### config.mk
export PLATFORM = sky130hd
export DESIGN_NAME = ring_trip_seq
export DESIGN_NICKNAME = d
export VERILOG_FILES = /design/src/rtl/ring_trip_seq.sv
export SDC_FILE = /design/constraint.sdc
export NUM_CORES = 1
export LEC_CHECK = 0
export ABC_CLOCK_PERIOD_IN_PS = 1550
export BUFFER_PORTS_ARGS = -buffer_cell sky130_fd_sc_hd__buf_2
export CORE_AREA = 5 5 42 44
export DETAILED_ROUTE_END_ITERATION = 12
export DIE_AREA = 0 0 47 49
export PLACE_DENSITY_LB_ADDON = 0.2
export SETUP_SLACK_MARGIN = 0.05
export SYNTH_ARGS = -nofsm -noshare
export SYNTH_HDL_FRONTEND = slang
export SYNTH_SLANG_ARGS = --single-unit
export TNS_END_PERCENT = 50
### constraint.sdc
create_clock -name clk -period 1.55 [get_ports clk]
set_input_delay 0.465 -clock clk [delete_from_list [all_inputs] [get_ports clk]]
set_output_delay 0.465 -clock clk [all_outputs]
set_load 0.01 [all_outputs]
### src/rtl/ring_trip_seq.sv
module ring_trip_seq #(
  parameter int ZC_PER_WINDOW = 4
) (
  input  logic       clk,
  input  logic       rst_n,
  input  logic       cmd_wr,
  input  logic [2:0] cmd_mode,
  input  logic       zc_strobe,
  input  logic       loop_closed,
  output logic       ring_en,
  output logic       trip_flag
);

  localparam int CW = $clog2(ZC_PER_WINDOW + 1);
  localparam logic [CW-1:0] LAST_ZC = CW'(ZC_PER_WINDOW - 1);

  typedef enum logic [2:0] {
    S_IDLE,
    S_ARM,
    S_RING,
    S_DRAIN,
    S_CHECK,
    S_HOLD
  } st_t;

  st_t st, st_n;
  logic [CW-1:0] cnt, cnt_n;
  logic ring_req;

  assign ring_req  = (cmd_mode == 3'b110);
  assign ring_en   = (st == S_RING) || (st == S_DRAIN);
  assign trip_flag = (st == S_HOLD);

  always_comb begin
    st_n  = st;
    cnt_n = cnt;
    if (cmd_wr) begin
      cnt_n = '0;
      if (ring_en) st_n = ring_req ? S_RING : S_DRAIN;
      else         st_n = ring_req ? S_ARM  : S_IDLE;
    end else begin
      case (st)
        S_ARM:   if (zc_strobe) st_n = S_RING;
        S_RING:  if (loop_closed) begin
                   st_n  = S_CHECK;
                   cnt_n = '0;
                 end
        S_DRAIN: if (loop_closed || zc_strobe) st_n = S_IDLE;
        S_CHECK: if (!loop_closed) st_n = S_ARM;
                 else if (zc_strobe) begin
                   if (cnt == LAST_ZC) st_n = S_HOLD;
                   else cnt_n = cnt + 1'b1;
                 end
        default: ;
      endcase
    end
  end

  always_ff @(posedge clk) begin
    if (!rst_n) begin
      st  <= S_IDLE;
      cnt <= '0;
    end else begin
      st  <= st_n;
      cnt <= cnt_n;
    end
  end


  ring_start_on_zc_chk: assert property (@(posedge clk) disable iff (!rst_n)
    $rose(ring_en) |-> $past(zc_strobe));


  ring_stop_cause_chk: assert property (@(posedge clk) disable iff (!rst_n)
    $fell(ring_en) |-> ($past(zc_strobe) || $past(loop_closed)));


  closure_suspends_chk: assert property (@(posedge clk) disable iff (!rst_n)
    (ring_en && loop_closed && !cmd_wr) |=> !ring_en);


  trip_needs_zc_chk: assert property (@(posedge clk) disable iff (!rst_n)
    $rose(trip_flag) |-> ($past(zc_strobe) && $past(loop_closed)));


  window_bound_chk: assert property (@(posedge clk) disable iff (!rst_n)
    cnt < CW'(ZC_PER_WINDOW));


  hold_silent_chk: assert property (@(posedge clk) disable iff (!rst_n)
    trip_flag |-> !ring_en);


  hold_sticky_chk: assert property (@(posedge clk) disable iff (!rst_n)
    (trip_flag && !cmd_wr) |=> trip_flag);


  cmd_clears_trip_chk: assert property (@(posedge clk) disable iff (!rst_n)
    cmd_wr |=> !trip_flag);


  no_ring_bad_code_chk: assert property (@(posedge clk) disable iff (!rst_n)
    (cmd_wr && cmd_mode != 3'b110 && !ring_en) |=> !ring_en);

endmodule

==> flow_summary.yaml <==
run_status:
  outcome: "complete, no violations"
timing:
  min_period_over_period: 0.991
  max_slew.worst_pin.slew_ns: 0.317
  setup_tns_ns: 0
  final-setup-viol-count: 0
  min_period_ns: 1.54
  clock_skew_ns: 0.00121
  timing_hold_violations_final: 0
  rsz0062_at_grt: "true"
  max_freq_mhz: 651
  finalMaxSlewViolations: 0
  max-slew-margin-rel: 0.786
  finalWorstSetupSlack_ns: 0.0139
global_route:
  first_global_vias: 414
  grt_overflow: 0
  antenna_found_initial: 0
  grt_pass1_wl_um: 1700
  grt_max_degree: 11
  grt.total_usage: 0.102
power_and_ir_drop:
  cellLeakagePower_uw: 0.000220
  ir_drop_mv: 0.345
  power_density_nw_per_um2: 611
  power.total_uw: 335
cells_and_area:
  area_delta_synth_final_pct: 40.4
  diodes: 0
  final_cells: 83
  multi_input_area_um2: 272
  n_fill_cell: 161
  regArea_um2: 126
  final_area_um2: 548
  drive_gt1_frac: 0.418
  nets: 79
die:
  pin_count: 10
  die_h_um: 49
  initial_utilization: 0.279
  dieArea_um2: 2300
  rows: 14
  die_w_um: 47
  core_um2: 1400
worst_setup_path:
  crit_fanout: 3
  cp_slowest_cell: "dfxtp_2"
  endpoint_kind: "output pin"
  cp.required_ns: 1.08
  arrival_ns: 1.07
  path_cells: "or2b_4, nor2_2, buf_2"
  cp-start-kind: "flip-flop"
  slowest_delay_ns: 0.33
  critical_path_class: "flip-flop to output pin"
placed_design:
  dp_slack_ns: 0.0658
  place_area_um2: 465
  dp_hpwl_um: 713
  port_buffers: 9
  placedCellCount: 76
  gp_congestion: 0.739
yosys:
  synthTopCellsByArea: "dfxtp_1 (31%), a21oi_1 (6.4%), ha_1 (6.4%)"
  yosysTopAreaCellShare: 0.308
  ys_types: 24
  synth-seq-cells: 6
  synth-edff-count: 0
  synthFlopType: "dfxtp_1"
  synthesis.instances: 50
  synthesis.nets: 60
  syn_area_per_cell_um2: 7.81
  yosysTopAreaCell: "dfxtp_1"
  synth_area_um2: 390
  yosysSeqAreaShare: 0.308
  ys_warn_count: 0
  yosys-top-cells-count: "dfxtp_1 (6), nor2_1 (6), a21oi_1 (5), o21ai_0 (4)"
  async_reset_ff_frac: 0
clocking:
  clock_latency_ns: 0.25
  htreeDepth: 1
  numCtsBuffers: 3
  cts_buffer_depth: 2
  cts_tree: "done"
  clock-sinks: 6
  clkTransAtPathRegs_ns: 0.05
  clock-root-buffer: "clkbuf_4"
  postCtsHoldBufs: 0
drt:
  drtAntennaViolNets: 0
  routedWlPerCell_um: 12.4
  routed_wl_um: 1030
  detail_route.iter0.violations: 8
  num_vias: 439
  first_pass_iters: 4
  drc: 0
  viasPerCell: 5.29
job:
  cap_violations: 0
min_path:
  hp-class: "flip-flop to flip-flop"
## placed cells by master (no fill, tap or decap), types with 2 or more instances in the layout
| master | count |
|---|---|
| ha_1 | 2 |
| a21oi_1 | 4 |
| nor2_1 | 5 |
| clkbuf_4 | 3 |
| dfxtp_1 | 3 |
| buf_2 | 8 |
| inv_1 | 2 |
| nand2b_1 | 2 |
| nand3_1 | 3 |
| buf_4 | 6 |
| o21ai_0 | 4 |
| dfxtp_2 | 2 |
| a211oi_1 | 2 |
| nand2_1 | 3 |
## power by group
group,internal (uW),switching [uW]
registers,154,0.543
logic,15.2,18.4
clock network,87.7,58.9
total,257,77.9
## repair_timing
action	CTS	global route
resized for setup	4	5
pin swaps	0	2
setup buffers	4	0
hold endpoints to repair	0	0
endpoints found under the setup margin	2	4
## flip-flops by register name, summed over array words and instances, names as in the netlist
register	flops
st	3
cnt	3
## final cells by class
cell class,instances,area share
clock buffers,3,0.0411
well taps,16,0.0365
multi-input cells,40,0.495
repair buffers,15,0.176
flip-flops and latches,6,0.231
inverters,3,0.0205
## routing by layer
layer | vias to the layer above | GRT usage | part of all wire
li1 | 217 | - | -
met1 | 201 | 0.122 | 0.38
met2 | 17 | 0.145 | 0.49
met3 | 4 | 0.0295 | 0.10
met4 | 0 | 0.0783 | 0.023
met5 | - | 0 | 0
## critical path: cells and delay by family, from the launching register on
kind,cells,cell delay (ns)
simple gates,2,0.36
flops,1,0.33
buf+inv,1,0.13
## stage by stage
stage / hold slack, ns / utilization
finish: 0.485 / 0.391
global route: 0.512 / 0.391
CTS: 0.493 / 0.376
detailed placement: 0.489 / 0.332
global placement: 0.471 / 0.332
floorplan: 0.448 / -
## cell families after synthesis
group | synth area share
XOR/XNOR | 0.0224
adder cells (fa/ha/maj) | 0.0641
AND/OR/NAND/NOR | 0.288
flip-flops | 0.308
multiplexers | 0.0256
buffers and inverters | 0.0417
AO/OA/AOI/OAI | 0.250
## worst paths after layout
path / from / cells after the start / slack (ns) / to
min: cnt[2] / 2 / 0.49 / cnt[2]
max: st[2] / 3 / 0.01 / trip_flag
max reg2reg: cnt[0] / 6 / 0.08 / cnt[0]
min reg2reg: cnt[2] / 2 / 0.49 / cnt[2]
Power figures use the tool's default switching activity.
